**src/rtl/strap_led_pkg.sv**
```systemverilog
package strap_led_pkg;
  localparam int unsigned PIN_CNT = 5;
  localparam int unsigned IDX_ACT = 0;
  localparam int unsigned IDX_COL = 1;
  localparam int unsigned IDX_LNK = 2;
  localparam int unsigned IDX_TXD = 3;
  localparam int unsigned IDX_RXD = 4;
  // pins whose events are stretched to a visible on-time
  localparam logic [PIN_CNT-1:0] STRETCH_SEL =
    PIN_CNT'((1 << IDX_ACT) | (1 << IDX_TXD) | (1 << IDX_RXD));
endpackage

```
**src/rtl/srl_rst_sync.sv**
```systemverilog
module srl_rst_sync #(
  parameter int unsigned STAGES = 2
) (
  input  logic clk,
  input  logic arst_n,
  output logic ready_o
);
  logic [STAGES-1:0] sync_q;
  logic [STAGES-1:0] sync_d;

  always_comb begin
    sync_d = {sync_q[STAGES-2:0], 1'b1};
  end

  always_ff @(posedge clk or negedge arst_n) begin
    if (!arst_n) sync_q <= '0;
    else         sync_q <= sync_d;
  end

  assign ready_o = sync_q[STAGES-1];

  // ready never leads the first synchroniser stage
  assert_ready_after_stage_R3: assert property (@(posedge clk) disable iff (!arst_n)
    ready_o |-> sync_q[0]);
endmodule

```
**src/rtl/srl_strap_cap.sv**
```systemverilog
module srl_strap_cap #(
  parameter int unsigned W = 5
) (
  input  logic         clk,
  input  logic         arst_n,
  input  logic         ready_i,
  input  logic [W-1:0] pad_i,
  output logic [W-1:0] addr_o,
  output logic         oe_o
);
  logic         ready_q, ready_d;
  logic         cap_q, cap_d;
  logic         oe_q, oe_d;
  logic [W-1:0] addr_q, addr_d;
  logic         rise;

  always_comb begin
    rise    = ready_i & ~ready_q;
    ready_d = ready_i;
    addr_d  = addr_q;
    if (rise) addr_d = pad_i;
    cap_d   = cap_q | rise;
    oe_d    = oe_q | cap_q;
  end

  always_ff @(posedge clk or negedge arst_n) begin
    if (!arst_n) begin
      ready_q <= 1'b0;
      cap_q   <= 1'b0;
      oe_q    <= 1'b0;
      addr_q  <= '0;
    end else begin
      ready_q <= ready_d;
      cap_q   <= cap_d;
      oe_q    <= oe_d;
      addr_q  <= addr_d;
    end
  end

  assign addr_o = addr_q;
  assign oe_o   = oe_q;

  assert_addr_hold_R3: assert property (@(posedge clk) disable iff (!arst_n)
    !rise |=> $stable(addr_q));
  assert_oe_after_capture_R4: assert property (@(posedge clk) disable iff (!arst_n)
    !cap_q |-> !oe_q);
  assert_oe_low_unready_R2: assert property (@(posedge clk) disable iff (!arst_n)
    !ready_i |-> !oe_q);
endmodule

```
**src/rtl/srl_led_stretch.sv**
```systemverilog
module srl_led_stretch #(
  parameter int unsigned CNT_W = 8
) (
  input  logic             clk,
  input  logic             arst_n,
  input  logic             en_i,
  input  logic             clr_i,
  input  logic             stat_i,
  input  logic [CNT_W-1:0] len_i,
  output logic             led_o
);
  logic [CNT_W-1:0] cnt_q, cnt_d;
  logic             led_q, led_d;
  logic             busy;

  always_comb begin
    busy  = (cnt_q != '0);
    cnt_d = cnt_q;
    led_d = led_q;
    if (clr_i) begin
      cnt_d = '0;
      led_d = 1'b0;
    end else if (en_i) begin
      led_d = stat_i | busy;
      if (stat_i)    cnt_d = len_i;
      else if (busy) cnt_d = cnt_q - 1'b1;
    end
  end

  always_ff @(posedge clk or negedge arst_n) begin
    if (!arst_n) begin
      cnt_q <= '0;
      led_q <= 1'b0;
    end else begin
      cnt_q <= cnt_d;
      led_q <= led_d;
    end
  end

  assign led_o = led_q;

  assert_event_lights_R7: assert property (@(posedge clk) disable iff (!arst_n)
    (en_i && !clr_i && stat_i) |=> led_o);
  assert_hold_while_timed_R7: assert property (@(posedge clk) disable iff (!arst_n)
    (en_i && !clr_i && busy) |=> led_o);
  assert_clear_dark_R8: assert property (@(posedge clk) disable iff (!arst_n)
    clr_i |=> (!led_o && cnt_q == '0));
endmodule

```
**src/rtl/strap_led_ctrl.sv**
```systemverilog
module strap_led_ctrl
  import strap_led_pkg::*;
#(
  parameter int unsigned CNT_W       = 8,
  parameter int unsigned SYNC_STAGES = 2
) (
  input  logic               clk,
  input  logic               por_n,
  input  logic               hw_rst_n,
  input  logic               sw_rst,
  input  logic [PIN_CNT-1:0] pin_in,
  input  logic [PIN_CNT-1:0] status_in,
  input  logic [CNT_W-1:0]   stretch_len,
  output logic [PIN_CNT-1:0] pin_oe,
  output logic [PIN_CNT-1:0] pin_out,
  output logic [PIN_CNT-1:0] dev_addr,
  output logic               mdio_hiz
);
  logic               arst_n;
  logic               ready;
  logic               oe;
  logic [PIN_CNT-1:0] led;

  assign arst_n = por_n & hw_rst_n;

  srl_rst_sync #(.STAGES(SYNC_STAGES)) u_sync (
    .clk     (clk),
    .arst_n  (arst_n),
    .ready_o (ready)
  );

  srl_strap_cap #(.W(PIN_CNT)) u_cap (
    .clk     (clk),
    .arst_n  (arst_n),
    .ready_i (ready),
    .pad_i   (pin_in),
    .addr_o  (dev_addr),
    .oe_o    (oe)
  );

  for (genvar i = 0; i < PIN_CNT; i++) begin : g_pin
    if (STRETCH_SEL[i]) begin : g_str
      srl_led_stretch #(.CNT_W(CNT_W)) u_str (
        .clk    (clk),
        .arst_n (arst_n),
        .en_i   (oe),
        .clr_i  (sw_rst),
        .stat_i (status_in[i]),
        .len_i  (stretch_len),
        .led_o  (led[i])
      );
    end else begin : g_dir
      logic lit_q, lit_d;
      always_comb begin
        lit_d = lit_q;
        if (sw_rst)  lit_d = 1'b0;
        else if (oe) lit_d = status_in[i];
      end
      always_ff @(posedge clk or negedge arst_n) begin
        if (!arst_n) lit_q <= 1'b0;
        else         lit_q <= lit_d;
      end
      assign led[i] = lit_q;

      assert_level_follow_R6: assert property (@(posedge clk) disable iff (!arst_n)
        (oe && !sw_rst) |=> (led[i] == $past(status_in[i])));
    end
  end

  assign pin_oe   = {PIN_CNT{oe}};
  assign pin_out  = dev_addr ^ led;
  assign mdio_hiz = ~|dev_addr;

  assert_swrst_keeps_pins_R8: assert property (@(posedge clk) disable iff (!arst_n)
    (sw_rst && oe) |=> (pin_oe == '1 && $stable(dev_addr)));
  assert_dark_before_enable_R10: assert property (@(posedge clk) disable iff (!arst_n)
    !oe |-> (led == '0));
endmodule

```
**config.mk**
```make
export PLATFORM = sky130hd
export DESIGN_NAME = strap_led_ctrl
export DESIGN_NICKNAME = d
export VERILOG_FILES = /design/src/rtl/strap_led_pkg.sv /design/src/rtl/srl_rst_sync.sv /design/src/rtl/srl_strap_cap.sv /design/src/rtl/srl_led_stretch.sv /design/src/rtl/strap_led_ctrl.sv
export SDC_FILE = /design/constraint.sdc
export NUM_CORES = 1
export LEC_CHECK = 0
export ABC_CLOCK_PERIOD_IN_PS = 2400
export BUFFER_PORTS_ARGS = -buffer_cell sky130_fd_sc_hd__clkbuf_2
export CORE_MARGIN = 2
export CORE_UTILIZATION = 56
export CTS_CLUSTER_SIZE = 20
export DETAILED_ROUTE_END_ITERATION = 10
export GPL_ROUTABILITY_DRIVEN = 0
export GPL_TIMING_DRIVEN = 0
export PLACE_DENSITY = 0.77
export SKIP_LAST_GASP = 1
export SLEW_MARGIN = 10
export SYNTH_ARGS = -nofsm -noshare
export SYNTH_HDL_FRONTEND = slang
export SYNTH_SLANG_ARGS = --single-unit
```
**constraint.sdc**
```tcl
create_clock -name clk -period 2.4 [get_ports clk]
set_clock_uncertainty 0.05 [all_clocks]
set_input_delay 0.24 -clock clk [delete_from_list [all_inputs] [get_ports clk]]
set_output_delay 0.24 -clock clk [all_outputs]
set_load 0.01 [all_outputs]
```
**Yosys cells after proc, flatten, opt, wreduce, memory -nomap -nowiden**

Index checks and enable logic that the tools add are counted.

- Bits in read-only memories: 0
- Register bits after elaboration: 39
- RAM bits: 0
- Bits in latches: 0
- Memories: 0
- Word-level logic and storage cells: 59
- Output and inout bits: 16

- Multiplexer cells: 22
- Reductions and logical operators: 12
- Div/mod/pow operators: 0
- Add/sub/neg operators: 3
- Order comparisons: 0
- Shift operators: 0
- Equality and inequality tests: 0
- Bitwise gates (word level): 9
- Multiply operators: 0

Operator list:

| operator | number |
|---|---|
| two-way mux 8 bit | 12 |
| nonzero test 8 bit | 3 |
| subtractor 8 x 1 -> 8 bit (second input constant) | 3 |
| two-way mux 1 bit | 10 |
| nonzero test 3 bit | 3 |
| AND reduction 2 bit | 3 |
| bitwise OR 1 bit | 5 |
| OR reduction 5 bit | 1 |
| XOR 5 bit | 1 |
| AND 1 bit | 2 |
| nonzero test 2 bit | 1 |
| zero test 1 bit | 1 |
| NOT 1 bit | 1 |

**Longest topological paths before layout**

- Word-level depth: 5
- Gate-level depth with buffers: 6
- Depth with buffers taken out: 6

**By module**

Synthesis repeated with hierarchy kept, for this count alone.

- Cells, all modules: 243
- Area, all modules: 2311.0 um2

By module, submodules not included:

| module | area each (um2) | times used | cells an instance | sequential area each (um2) |
|---|---|---|---|---|
| srl_led_stretch | 589.3 | 3 | 68 | 225.2 |
| srl_strap_cap | 312.8 | 1 | 17 | 200.2 |
| strap_led_ctrl | 176.4 | 1 | 19 | 50.0 |
| srl_rst_sync | 53.8 | 1 | 3 | 50.0 |

**Least setup slack after synthesis**

OpenSTA, ideal clock, no wires.

- Kind: reg2reg
- Start: reg g_pin[3].g_str.u_str.cnt_q[0]
- End: reg g_pin[3].g_str.u_str.cnt_q[5]
- Path buffers: 0
- Path slack: 0.611 ns
- Required time: 2.229 ns
- Setup time: 0.121 ns
- Period minus slack after synthesis: 1.789 ns
- Data arrival time: 1.619 ns
- Cell stages (with the launch flop): 7
- Cell sequence: dfrtp_1 -> inv_1 -> ha_1 -> or4b_1 -> o21ai_4 -> o22ai_1 -> a22o_1

- Longest elaborated chain between the ends: 5

RTL lines:

| what | line | text |
|---|---|---|
| start: declaration | srl_led_stretch.sv:12 | `logic [CNT_W-1:0] cnt_q, cnt_d;` |
| start signal: assignment | srl_led_stretch.sv:35 | `cnt_q <= cnt_d;` |
| subtractor 8 x 1 -> 8 bit | srl_led_stretch.sv:26 | `else if (busy) cnt_d = cnt_q - 1'b1;` |
| two-way mux 8 bit | srl_led_stretch.sv:26 |  |
| two-way mux 8 bit | srl_led_stretch.sv:25 | `if (stat_i) cnt_d = len_i;` |
| two-way mux 8 bit | srl_led_stretch.sv:23 | `end else if (en_i) begin` |
| two-way mux 8 bit | srl_led_stretch.sv:20 | `if (clr_i) begin` |

Several ways; a longest one is shown, not always the timed one. The select of a mux whose other input is x is not followed.
A chain may end at the register's enable or synchronous reset.

**Worst setup path after layout**

- Start: reg g_pin[3].g_str.u_str.cnt_q[0]
- End: reg g_pin[3].g_str.u_str.cnt_q[6]

Same word-level chain as after synthesis.

==> out/results.txt <==
The tools report the total standard cell area after synthesis as 0.00224 mm2. The number of distinct standard cells referenced by the synthesized netlist is 45. After floorplanning, the core was sized to cover 0.00374 mm2. The first global-routing pass estimated 8180 um of wire. The transition at the pin with the smallest max-transition slack is 0.717 ns, and the worst endpoint data arrival time is 2.19 ns.

The cell depth of the worst min-delay path was 2. After clock tree synthesis, the flow added hold-fix buffers numbering 3. Summing the sequential cell areas from Yosys gives 43.5% of the chip area. The logs give 0 for the total setup violations reported at the end of the flow and 24.7% for the global-route usage over all layers. The smallest clock period supported by the final layout is computed as 2.01 ns. The logs give 0.00262 mm2 for the final standard cell area without fillers and 0 for the count of unresolved DRC violations after routing. The run gives 258 as the post-synthesis net count. The standby leakage power was 0.00119 uW; the number of DRC markers in iteration 0 was 188. The number of antenna violations at the first check in global routing came out at 0. The most used flip-flop cell after synthesis was sky130_fd_sc_hd__dfrtp_1. The combined buffer and inverter count along the critical path is 1. Share of power burned in the clock network: 24.7%. The floorplan step defined a die boundary enclosing 0.00453 mm2. Gates resized during post-CTS repair numbered 0. In this run the power density over the cells is 669 mW/mm2.

The run gives 28.3% as the share of power burned in combinational logic. The number of enable flip-flop cells after synthesis was 0. Setup repair after global routing left no endpoint under its margin. The logic depth of the worst setup path including buffers was 6. The via count was 1906; the post-synthesis area per instance was 9.75 um2. The fraction of synthesized cell area taken by the top area cell type is 43.5%, and the cell row count is 22. The run gives 0 as the antenna diode instance count. For this run, the detailed router's first-pass iteration total came to 4. The largest area contributor in the synthesized netlist was sky130_fd_sc_hd__dfrtp_1. Synthesis inferred 39 register bits. The run gives 0 as the number of hold violations in the final report. After synthesis, the cell types taking the most area are sky130_fd_sc_hd__dfrtp_1 (44%), sky130_fd_sc_hd__o2bb2ai_1 (3.9%), sky130_fd_sc_hd__ha_1 (3.3%). The capturing element type of the critical path is a flip-flop.

In this run, CTS created clock tree buffers numbering 5. The multi-input combinational cells in the finished layout cover a total of 0.00115 mm2. The tools report the number of antenna-violating nets in the routed design as 0.

Leaving out fill and tap cells, the most frequent cells in the layout are sky130_fd_sc_hd__dfrtp_1 (39), sky130_fd_sc_hd__clkbuf_2 (35), sky130_fd_sc_hd__nor2_1 (19). The wire length per cell after detailed routing was 15.2 um; the initial core utilization was 59.9%. The switching power of the nets was 583 uW. The logic depth of the worst register-to-register path is 6, and the maximum number of pins on one net before global-route repair is 25.

Of the total power, the share spent switching nets is 33.2%. Based on the critical path, the design can be clocked at up to 497 MHz. The net count reported at finish is 304.

The path class of the tightest hold or removal check is input pin to flip-flop. The floorplan step set the die width to 67.3 um. The tools report the synthesized instance count as 230. After global routing the overflow that remains totals 0.

The slowest cell on the critical path was sky130_fd_sc_hd__or4b_1. After routing, the total negative slack on setup checks comes to 0 ns. The critical setup path kind is flip-flop to flip-flop.

The number of max-slew violations in the final report was 0; the number of global-route vias before repair was 1699. IR analysis of the VDD net gives a maximum drop of 0.000432 V. The H-tree generated during clock tree synthesis spans 2 levels. In the finished design, the share of the clock period the worst path needs comes to 83.9%. Hold is met by 0.129 ns.

The signal on the critical path passes through inv_1 > ha_1 > or4b_1 > o21a_1 > nor2_1 > a32o_1. The kind of launch point of the worst setup path was a flip-flop. Across the whole layout, storage elements account for 976 um2.

Root cell of the clock tree: sky130_fd_sc_hd__clkbuf_8. Per report_power, the sequential group accounts for 47.1% of the total. After detailed routing, the number of vias per cell comes to 5.86. The clock latency of the later-clocked register in the worst-skew pair was 0.29 ns; the vertical die dimension was 67.3 um. The tools report the deepest clock path buffer count as 2.

The library cell used most frequently in the layout, excluding fill and tap cells, is sky130_fd_sc_hd__dfrtp_1. The filler cell count in the final layout is 326, and the fraction of final layout cells sized beyond drive strength 1 is 23.5%. TritonCTS built the clock tree. The internal power of the cells totals 1170 uW. From synthesis to final layout, the design area changed by 16.9%. The clock transition at the registers of the reported paths was 0.08 ns; the detailed-placement wirelength estimate was 3710 um.

Summing all placed instances gives a cell area of 0.00251 mm2. For the number of warning messages in the yosys log, the log shows 0. The run gives 39 as the total number of clock tree sinks.

Total of buffers placed on input and output ports: 35. The logs give 0 for the number of maximum-capacitance constraint violations and 38 for the number of I/O pins. The largest driver fanout on the critical path was 7; the routed wire length was 4950 um.

Of all flip-flops after synthesis, the portion carrying an async set or reset was 100%. In this design, the stage delay of the slowest critical-path cell is 0.55 ns. The cell family contributing the most delay on the critical path is simple AND/OR/NAND/NOR gates. Headroom to the max-slew limit came out at 52.1%. The count of buffers added by post-CTS timing repair for setup is 0. The run finished with clean final reports.

For the worst setup path, the data required time is 2.58 ns.
==> synthesized netlist by cell type, drive strengths merged, types with 3 or more instances <==
cell and n:
a22o 5, o32ai 4, xnor2 3, nand2 16, nor3b 3, clkbuf 8, or4 5, dfrtp 39
o2bb2ai 10, o41ai 3, inv 12, mux2i 4, nand2b 4, nor3 9, a31oi 5, ha 6
a21oi 12, o21ai 9, a32o 4, nor2 19, mux2 5, o31ai 4, xor2 7, nor2b 3
a32oi 3, or3b 3, buf 6, nand3 3
==> area by class of cell <==
type / count / share of cell area (%)
inverter: 12 / 1.72
timing repair buffer: 39 / 8.88
buffer: 14 / 2.72
clock inverter: 2 / 0.477
tap: 48 / 2.29
multi-input combinational: 165 / 43.9
clock buffer: 6 / 2.77
sequential: 39 / 37.2
==> per-stage QoR <==
step	cells	setup WS [ns]	power [uW]	util, %
after global routing	325	0.196	1880	70.0
after CTS	325	0.387	1760	70.0
after detailed placement	314	0.413	1330	66.9
after floorplan	230	0.611	1180	-
after global placement	313	0.392	1310	66.2
final	325	0.386	1750	70.0
==> worst paths after layout <==
check,end,from,slack [ns]
setup / recovery,g_pin[3].g_str.u_str.cnt_q[6],g_pin[3].g_str.u_str.cnt_q[0],0.39
hold / removal,u_cap.addr_o[4],pin_in[4],0.13
setup reg to reg,g_pin[3].g_str.u_str.cnt_q[6],g_pin[3].g_str.u_str.cnt_q[0],0.39
hold reg to reg,u_sync.sync_q[1],u_sync.sync_q[0],0.30
max in group asynchronous,g_pin[4].g_str.u_str.cnt_q[4],por_n,0.62
min in group asynchronous,g_pin[3].g_str.u_str.led_o,hw_rst_n,0.52
==> power by group through the flow <==
stage	sequential, uW	clock [uW]	combinational (uW)
final	825	433	496
after global routing	840	479	557
after CTS	823	444	496
after detailed placement	836	0	490
after global placement	834	0	475
after floorplan	821	0	361
==> sequential cells by signal, summed over array words and instances (netlist names) <==
register	cells
u_cap.ready_q	1
g_pin.g_str.u_str.cnt_q	24
u_cap.oe_o	1
u_cap.cap_q	1
g_pin.g_str.u_str.led_o	3
g_pin.g_dir.lit_q	2
u_sync.sync_q	2
u_cap.addr_o	5
==> cells by family (layout without fill, tap and decap cells) <==
logic type	after synthesis	after routing	share of synthesized area, %
buf+inv	26	73	5.19
simple gates	73	73	17.6
compound gates	66	66	21.9
flops	39	39	43.5
xor+xnor	10	10	3.91
mux	9	9	4.30
fa+ha+maj	6	6	3.35
other cells	1	1	0.167
==> layer usage <==
layer | routed length [um] | track usage [%] | up-vias
met2 | 2290 | 37.7 | 46
met3 | 316 | 6.33 | 4
met4 | 60 | 7.40 | 0
met1 | 2280 | 34.6 | 916
li1 | - | - | 940
met5 | 0 | 0 | -
Note: power is estimated with default switching activity, not from simulation.
